--- config.mk ---
export PLATFORM = sky130hd
export DESIGN_NAME = mdio_master
export DESIGN_NICKNAME = d
export VERILOG_FILES = /design/src/rtl/mdio_pkg.sv /design/src/rtl/mdio_clkgen.sv /design/src/rtl/mdio_seq.sv /design/src/rtl/mdio_regs.sv /design/src/rtl/mdio_master.sv
export SDC_FILE = /design/constraint.sdc
export NUM_CORES = 1
export LEC_CHECK = 0
export ABC_AREA = 1
export BUFFER_PORTS_ARGS = -buffer_cell sky130_fd_sc_hd__buf_2
export CORE_UTILIZATION = 61
export DETAILED_ROUTE_END_ITERATION = 7
export GPL_ROUTABILITY_DRIVEN = 1
export PLACE_DENSITY_LB_ADDON = 0.2
export SYNTH_ARGS = -nofsm -noshare
export SYNTH_HDL_FRONTEND = slang
export SYNTH_SLANG_ARGS = --single-unit
export TNS_END_PERCENT = 10
--- constraint.sdc ---
create_clock -name clk -period 2 [get_ports clk]
set_input_delay 0.3 -clock clk [delete_from_list [all_inputs] [get_ports clk]]
set_output_delay 0.3 -clock clk [all_outputs]
set_load 0.005 [all_outputs]
--- src/rtl/mdio_pkg.sv ---
// mdio_pkg: shared constants, the serial frame container type and the
// frame builder used by the management master.
// Assumes clause-22 style frames of 32 bits, optionally led by 32 ones.
package mdio_pkg;

    localparam int BODY_BITS = 32;
    localparam int PRE_BITS  = 32;
    localparam int VEC_W     = BODY_BITS + PRE_BITS;
    localparam int LEN_W     = $clog2(VEC_W + 1);
    localparam int DATA_W    = 16;
    localparam int ADDR_W    = 5;

    // Control word fields
    localparam int CTL_PRE_BIT  = 7;
    localparam int CTL_DONE_BIT = 8;
    localparam int CTL_EXT_BIT  = 9;
    localparam int CTL_DIV_MAX  = 7;

    // Frame word fields
    localparam int FRM_GO_BIT = 30;
    localparam int FRM_RD_BIT = 29;
    localparam int FRM_WR_BIT = 28;
    localparam int FRM_TA_BIT = 17;
    localparam int FRM_DEV_LO = 22;
    localparam int FRM_REG_LO = 18;

    // Serial image: bits and enables left-justified, sent from the MSB
    typedef struct packed {
        logic [VEC_W-1:0] dat;
        logic [VEC_W-1:0] oe;
        logic [LEN_W-1:0] len;
    } mdio_frm_t;

    // Builds the serial image of one management frame
    function automatic mdio_frm_t build_frame(
        input logic              pre,
        input logic              rd,
        input logic [ADDR_W-1:0] phy,
        input logic [ADDR_W-1:0] rg,
        input logic              ta,
        input logic [DATA_W-1:0] wd
    );
        mdio_frm_t               f;
        logic [BODY_BITS-1:0]    body;
        logic [BODY_BITS-1:0]    body_oe;
        body    = {2'b01, (rd ? 2'b10 : 2'b01), phy, rg,
                   (rd ? 2'b11 : {ta, 1'b0}), (rd ? 16'hFFFF : wd)};
        body_oe = rd ? {14'h3FFF, 18'h00000} : 32'hFFFF_FFFF;
        if (pre) begin
            f.dat = {32'hFFFF_FFFF, body};
            f.oe  = {32'hFFFF_FFFF, body_oe};
            f.len = LEN_W'(VEC_W);
        end else begin
            f.dat = {body, 32'h0};
            f.oe  = {body_oe, 32'h0};
            f.len = LEN_W'(BODY_BITS);
        end
        return f;
    endfunction

endpackage

--- src/rtl/mdio_clkgen.sv ---
// mdio_clkgen: divides the system clock into MDC while a frame runs.
// Half period is (div + 1) clocks. rise/fall pulse in the clock before MDC
// toggles. MDC is held low and the count cleared whenever the sequencer is
// idle now or becomes idle on this edge.
module mdio_clkgen #(
    parameter int DIV_W = 7
) (
    input  logic             clk,
    input  logic             rst_n,
    input  logic             run_now,
    input  logic             run_next,
    input  logic [DIV_W-1:0] div,
    output logic             mdc,
    output logic             rise,
    output logic             fall
);

    logic [DIV_W-1:0] cnt_q;
    logic             edge_due;

    // Half period elapsed
    assign edge_due = (cnt_q == div);
    assign rise     = run_now && edge_due && !mdc;
    assign fall     = run_now && edge_due && mdc;

    // Half-period counter and MDC toggle
    always_ff @(posedge clk) begin
        if (!rst_n || !run_now || !run_next) begin
            cnt_q <= '0;
            mdc   <= 1'b0;
        end else if (edge_due) begin
            cnt_q <= '0;
            mdc   <= ~mdc;
        end else begin
            cnt_q <= cnt_q + 1'b1;
        end
    end

endmodule

--- src/rtl/mdio_seq.sv ---
// mdio_seq: shifts one or two prepared frame images onto MDIO.
// Advances one bit per falling MDC and samples MDIO into a 16-bit shift
// register on each rising MDC while the output enable is released.
// Assumes start only while idle and abort only while busy.
module mdio_seq
    import mdio_pkg::*;
(
    input  logic              clk,
    input  logic              rst_n,
    input  logic              start,
    input  logic              abort,
    input  mdio_frm_t         first_frm,
    input  mdio_frm_t         second_frm,
    input  logic              has_second,
    input  logic              rise,
    input  logic              fall,
    input  logic              mdio_i,
    output logic              busy,
    output logic              busy_next,
    output logic              done_stb,
    output logic              mdio_o,
    output logic              mdio_oe,
    output logic [DATA_W-1:0] cap
);

    logic             busy_q;
    logic             pend_q;
    logic [VEC_W-1:0] dat_q;
    logic [VEC_W-1:0] oe_q;
    logic [LEN_W-1:0] left_q;
    mdio_frm_t        next_q;
    logic [DATA_W-1:0] cap_q;
    logic             last_bit;

    // Last bit of the current frame ends on this falling MDC
    assign last_bit  = busy_q && fall && (left_q == LEN_W'(1));
    assign done_stb  = last_bit && !pend_q && !abort;
    assign busy_next = start ? 1'b1 : ((abort || done_stb) ? 1'b0 : busy_q);
    assign busy      = busy_q;
    assign mdio_o    = busy_q ? dat_q[VEC_W-1] : 1'b1;
    assign mdio_oe   = busy_q && oe_q[VEC_W-1];
    assign cap       = cap_q;

    // Frame loading, bit advance and chaining of the second frame
    always_ff @(posedge clk) begin
        if (!rst_n) begin
            busy_q <= 1'b0;
            pend_q <= 1'b0;
            dat_q  <= '0;
            oe_q   <= '0;
            left_q <= '0;
            next_q <= '0;
        end else begin
            busy_q <= busy_next;
            if (start) begin
                dat_q  <= first_frm.dat;
                oe_q   <= first_frm.oe;
                left_q <= first_frm.len;
                next_q <= second_frm;
                pend_q <= has_second;
            end else if (abort) begin
                pend_q <= 1'b0;
            end else if (last_bit && pend_q) begin
                dat_q  <= next_q.dat;
                oe_q   <= next_q.oe;
                left_q <= next_q.len;
                pend_q <= 1'b0;
            end else if (busy_q && fall) begin
                dat_q  <= {dat_q[VEC_W-2:0], 1'b0};
                oe_q   <= {oe_q[VEC_W-2:0], 1'b0};
                left_q <= left_q - 1'b1;
            end
        end
    end

    // Capture of input bits while the line is released
    always_ff @(posedge clk) begin
        if (!rst_n || start) begin
            cap_q <= '0;
        end else if (busy_q && rise && !oe_q[VEC_W-1]) begin
            cap_q <= {cap_q[DATA_W-2:0], mdio_i};
        end
    end

endmodule

--- src/rtl/mdio_regs.sv ---
// mdio_regs: control and frame words behind a one-bit register select.
// Decodes the start and cancel commands, keeps the completion flag and
// merges captured read data into the frame word read-back.
// Assumes DIV_W is at most 7 (divisor occupies control bits 6:0).
module mdio_regs
    import mdio_pkg::*;
#(
    parameter int DIV_W = 7
) (
    input  logic              clk,
    input  logic              rst_n,
    input  logic              bus_wr,
    input  logic              bus_addr,
    input  logic [31:0]       bus_wdata,
    input  logic              busy,
    input  logic              done_stb,
    input  logic [DATA_W-1:0] cap,
    output logic [31:0]       bus_rdata,
    output logic [DIV_W-1:0]  div,
    output logic              pre,
    output logic              ext,
    output logic              done,
    output logic [15:0]       frame_hi,
    output logic              start,
    output logic              abort
);

    logic [DIV_W-1:0]   div_q;
    logic               pre_q;
    logic               ext_q;
    logic               done_q;
    logic               rd_q;
    logic [15:0]        hi_q;
    logic [DATA_W-1:0]  low_q;
    logic               ctl_wr;
    logic               frm_wr;
    logic               op_ok;
    logic [CTL_DIV_MAX-1:0] div_rd;

    assign ctl_wr = bus_wr && !bus_addr;
    assign frm_wr = bus_wr && bus_addr && !busy;
    assign op_ok  = bus_wdata[FRM_RD_BIT] ^ bus_wdata[FRM_WR_BIT];
    assign start  = frm_wr && bus_wdata[FRM_GO_BIT] && op_ok;
    assign abort  = ctl_wr && busy && (bus_wdata == 32'h0);
    assign div_rd = CTL_DIV_MAX'(div_q);

    // Control fields
    always_ff @(posedge clk) begin
        if (!rst_n) begin
            div_q <= '0;
            pre_q <= 1'b0;
            ext_q <= 1'b0;
        end else if (ctl_wr) begin
            div_q <= bus_wdata[DIV_W-1:0];
            pre_q <= bus_wdata[CTL_PRE_BIT];
            ext_q <= bus_wdata[CTL_EXT_BIT];
        end
    end

    // Completion flag: set at frame end, cleared by control write or start
    always_ff @(posedge clk) begin
        if (!rst_n) begin
            done_q <= 1'b0;
        end else if (done_stb) begin
            done_q <= 1'b1;
        end else if (ctl_wr || start) begin
            done_q <= 1'b0;
        end
    end

    // Frame word storage and read-data merge
    always_ff @(posedge clk) begin
        if (!rst_n) begin
            hi_q  <= '0;
            low_q <= '0;
            rd_q  <= 1'b0;
        end else if (frm_wr) begin
            hi_q  <= bus_wdata[31:16];
            low_q <= bus_wdata[DATA_W-1:0];
            rd_q  <= bus_wdata[FRM_RD_BIT];
        end else if (done_stb && rd_q) begin
            low_q <= cap;
        end
    end

    // Read mux
    always_comb begin
        if (bus_addr) begin
            bus_rdata = {hi_q, low_q};
        end else begin
            bus_rdata = {22'h0, ext_q, done_q, pre_q, div_rd};
        end
    end

    assign div      = div_q;
    assign pre      = pre_q;
    assign ext      = ext_q;
    assign done     = done_q;
    assign frame_hi = hi_q;

endmodule

--- src/rtl/mdio_master.sv ---
// mdio_master: register-mapped MDIO management master (top level).
// Builds the frame images from the frame word as it is written, latches
// the divisor for the running transfer and wires registers, sequencer and
// clock generator together.
// Assumes a single master on the management bus.
module mdio_master
    import mdio_pkg::*;
#(
    parameter int          DIV_W    = 7,
    parameter logic [4:0]  EXT_PORT = 5'd0,
    parameter logic [4:0]  BLK_REG  = 5'd31
) (
    input  logic        clk,
    input  logic        rst_n,
    input  logic        bus_wr,
    input  logic        bus_addr,
    input  logic [31:0] bus_wdata,
    output logic [31:0] bus_rdata,
    output logic        mdc,
    output logic        mdio_o,
    output logic        mdio_oe,
    input  logic        mdio_i
);

    logic [DIV_W-1:0]  div;
    logic [DIV_W-1:0]  run_div_q;
    logic              pre;
    logic              ext;
    logic              done_q;
    logic [15:0]       frame_q;
    logic              start;
    logic              abort;
    logic              busy;
    logic              busy_next;
    logic              done_stb;
    logic              rise_stb;
    logic              fall_stb;
    logic [DATA_W-1:0] cap;
    logic [ADDR_W-1:0] dev;
    logic [ADDR_W-1:0] rg;
    logic [ADDR_W-1:0] acc_phy;
    mdio_frm_t         acc_frm;
    mdio_frm_t         blk_frm;
    mdio_frm_t         first_frm;

    mdio_regs #(.DIV_W(DIV_W)) u_regs (
        .clk      (clk),
        .rst_n    (rst_n),
        .bus_wr   (bus_wr),
        .bus_addr (bus_addr),
        .bus_wdata(bus_wdata),
        .busy     (busy),
        .done_stb (done_stb),
        .cap      (cap),
        .bus_rdata(bus_rdata),
        .div      (div),
        .pre      (pre),
        .ext      (ext),
        .done     (done_q),
        .frame_hi (frame_q),
        .start    (start),
        .abort    (abort)
    );

    // Frame images prepared from the incoming frame word
    always_comb begin
        dev       = bus_wdata[FRM_DEV_LO +: ADDR_W];
        rg        = {1'b0, bus_wdata[FRM_REG_LO +: ADDR_W-1]};
        acc_phy   = ext ? EXT_PORT : dev;
        acc_frm   = build_frame(pre, bus_wdata[FRM_RD_BIT], acc_phy, rg,
                                bus_wdata[FRM_TA_BIT], bus_wdata[DATA_W-1:0]);
        blk_frm   = build_frame(pre, 1'b0, EXT_PORT, BLK_REG,
                                bus_wdata[FRM_TA_BIT], {11'h0, dev});
        first_frm = ext ? blk_frm : acc_frm;
    end

    // Divisor held constant for the whole transfer
    always_ff @(posedge clk) begin
        if (!rst_n) begin
            run_div_q <= '0;
        end else if (start) begin
            run_div_q <= div;
        end
    end

    mdio_seq u_seq (
        .clk       (clk),
        .rst_n     (rst_n),
        .start     (start),
        .abort     (abort),
        .first_frm (first_frm),
        .second_frm(acc_frm),
        .has_second(ext),
        .rise      (rise_stb),
        .fall      (fall_stb),
        .mdio_i    (mdio_i),
        .busy      (busy),
        .busy_next (busy_next),
        .done_stb  (done_stb),
        .mdio_o    (mdio_o),
        .mdio_oe   (mdio_oe),
        .cap       (cap)
    );

    mdio_clkgen #(.DIV_W(DIV_W)) u_clk (
        .clk     (clk),
        .rst_n   (rst_n),
        .run_now (busy),
        .run_next(busy_next),
        .div     (run_div_q),
        .mdc     (mdc),
        .rise    (rise_stb),
        .fall    (fall_stb)
    );

endmodule

==> flow_metrics.py <==
metrics = {
    "logic_synthesis": {
        "synth_edf_count": 0,
        "ys_types": 40,
        "synth_top_area_share": 0.447,
        "ys.flop_type": "dfxtp_1",
        "ys_warn_count": 0,
        "async_reset_ff_frac": 0,
        "syn_avg_cell_area_um2": 7.02,
        "yosysSeqAreaShare": 0.447,
        "yosysTopAreaCell": "dfxtp_1",
        "synth_seq_cells": 269,
        "syn_area_mm2": 0.0121,
        "synth_cells": 1716,
        "synth_area_leaders": "dfxtp_1, nand2_1, a21oi_1",
        "synth_nets": 1757,
    },
    "floorplan": {
        "fp.dieW_um": 143,
        "io_pins": 72,
        "core.rowCount": 51,
        "coreArea_mm2": 0.0194,
        "dieArea_mm2": 0.0203,
        "initial_core_util": 0.621,
        "die_y_um": 143,
    },
    "clock_network": {
        "insertion_delay_ns": 0.53,
        "cts_buffers": 29,
        "htree_levels": 1,
        "cts.clk_slew.worst_paths_ns": 0.06,
        "cts_tree": "built",
        "cts_buffer_depth": 3,
        "clkSinkCount": 269,
        "cts_hold_buffers": 0,
        "clock-root-buffer": "clkbuf_16",
    },
    "power": {
        "p_switching_mw": 2.94,
        "pwr-share-seq": 0.457,
        "p_int_mw": 9.40,
        "leakagePower_nw": 6.20,
        "p_sw_frac": 0.238,
        "p_comb_frac": 0.084,
        "power_density_mw_per_mm2": 872,
        "pwr-share-clk": 0.459,
        "max-vdd-ir-drop_uv": 847,
    },
    "grt": {
        "grt-ovfl-total": 0,
        "grt_pass1_vias": 10634,
        "grt_pass1_wl_um": 52700,
        "grt_util_all_layers": 0.322,
        "grt_max_degree": 73,
        "antenna_found_initial": 0,
    },
    "critical_path": {
        "crit_fanout": 15,
        "r2r-start": "u_clk.cnt_q[3]$_SDFF_PP0_",
        "r2r_cells": 13,
        "rr_endpoint": "u_seq.dat_q[49]$_SDFFE_PN0P_",
        "critical_path_class": "reg -> out",
        "worstPathRequired_ns": 1.70,
        "start_kind": "register",
        "rrSetupSlack_ns": 0.08,
        "arrival_ns": 1.65,
        "end_kind": "output pin",
    },
    "final_layout": {
        "layout_common_cells": "nand2_1, dfxtp_1, a21oi_1, o21ai_0, inv_1",
        "num-nets-final": 1823,
        "final_common_cell": "nand2_1",
        "syn_to_final_growth_pct": 17.5,
        "drive_gt1_frac": 0.136,
        "fin_area_mm2": 0.0142,
        "final_cells": 2068,
        "antenna_cells": 0,
    },
    "placed_design": {
        "placed_cell_area_mm2": 0.0130,
        "place_ws_ns": -0.135,
        "routabilityCongestion": 0.914,
        "io_buffers": 71,
        "placedCellCount": 2011,
        "dp_hpwl_um": 21000,
    },
    "worst_hold_path": {
        "holdPathEnd": "u_regs.frame_hi[12]$_SDFFE_PN0P_",
        "min_from": "bus_wdata[28]",
        "min_path_type": "in -> reg",
        "hold-path-cell-count": 3,
    },
    "sta": {
        "finalSetupTns_ns": 0,
        "skew_ns": 0.00937,
        "hold_ws_ns": 0.0321,
        "tightest_slew_ns": 0.456,
        "timing.fmax_mhz": 513,
        "final.period_utilization": 0.975,
        "min_period_ns": 1.95,
        "fin_ws_ns": 0.0500,
        "hold_violations": 0,
        "drv_slew": 0,
        "rsz0062_at_grt": "true",
        "setup_viol": 0,
        "max-slew-margin-rel": 0.696,
    },
    "detailed_routing": {
        "first_iter_violations": 1043,
        "via_per_inst": 5.64,
        "drtAntennaViolNets": 0,
        "wl_per_cell_um": 15.9,
        "first_pass_iters": 5,
        "drc": 0,
        "wl_um": 32800,
        "num_vias": 11665,
    },
    "outcome": {
        "status": "completed",
    },
    "job": {
        "cap_viol_max_count": 0,
    },
}
==> synthesized netlist by cell type, types with 5 or more instances <==
cell,count
nand2_1,325
dfxtp_1,269
a21oi_1,209
o21ai_0,209
inv_1,182
nor2_1,166
nand3_1,83
clkbuf_1,68
buf_2,38
a31oi_1,23
o211ai_1,18
o21ai_1,18
o22ai_1,17
nand3b_1,11
inv_2,10
buf_4,8
xor2_1,7
nor4_1,5
o31ai_1,5
xnor2_1,5
==> metrics by stage <==
stage	util	power, mW
2_1_floorplan	-	6.37
3_3_place_gp	0.669	6.71
3_5_place_dp	0.669	6.73
4_1_cts	0.723	12.4
5_1_grt	0.730	12.7
6_report	0.730	12.3
==> kinds of logic after synthesis <==
group	count (synthesis)	synth area share
XOR/XNOR	12	0.00872
AO/OA/AOI/OAI	506	0.221
AND/OR/NAND/NOR	614	0.215
buffers and inverters	311	0.105
flip-flops	269	0.447
adder cells (fa/ha/maj)	4	0.00415
==> what timing repair did <==
| action | CTS | global route |
|---|---|---|
| endpoints found under the hold margin | 0 | 0 |
| buffers inserted | 0 | 5 |
| pin swaps | 0 | 3 |
| gates resized for setup | 7 | 23 |
| setup endpoints to repair | 53 | 132 |
==> worst max-delay path by stage <==
stage / from / end / slack, ns / cells past startpoint
final: u_regs.pre$_SDFFE_PN0P_ / bus_rdata[7] / 0.05 / 4
after global routing: u_seq.left_q[5]$_SDFFE_PN0P_ / u_seq.dat_q[0]$_SDFFE_PN0P_ / -0.06 / 12
after CTS: u_seq.busy$_SDFF_PN0_ / u_seq.oe_q[46]$_SDFFE_PN0P_ / 0.02 / 9
after detailed placement: bus_wdata[28] / u_seq.oe_q[50]$_SDFFE_PN0P_ / -0.14 / 13
after global placement: bus_wdata[28] / u_seq.left_q[1]$_SDFFE_PN0P_ / -0.05 / 13
after floorplan: bus_wdata[29] / u_seq.dat_q[32]$_SDFFE_PN0P_ / 0.16 / 13
==> final cells by class <==
cell class,count,area (um^2)
multi-input cells,1136,5470
well taps,265,332
fillers,1600,5240
inverters,192,729
flip-flops and latches,269,5390
repair buffers,154,1220
clock buffers,40,857
clock inverters,12,169
==> critical path, cell delays in order (launching register included) <==
cell and delay (ns):
dfxtp_2 0.46, inv_1 0.10, buf_4 0.22, o21ai_1 0.20, buf_2 0.15
==> power by group through the flow <==
stage               combinational (mW)  clock [mW]  sequential (mW)
CTS                              0.994        5.72             5.64
global route                      1.14        5.94             5.66
floorplan                        0.650           0             5.72
global placement                 0.961           0             5.75
finish                            1.03        5.67             5.65
detailed placement               0.978           0             5.75
==> registers in the layout (all words and copies together), names as in the netlist, 7 cells and up <==
name	count
run_div_q	7
u_clk.cnt_q	7
u_regs.div	7
u_regs.frame_hi	16
u_regs.low_q	16
u_seq.cap	16
u_seq.dat_q	64
u_seq.left_q	7
u_seq.next_q	59
u_seq.oe_q	64
==> routing by layer <==
layer,track usage,share of wire,wire length [um],up-vias
li1,-,-,-,5740
met1,0.433,0.43,14100,5369
met2,0.521,0.46,15100,478
met3,0.0468,0.078,2550,78
met4,0.123,0.032,1060,0
met5,0,0,0,-
No activity file was read; power rests on OpenSTA's default activity.
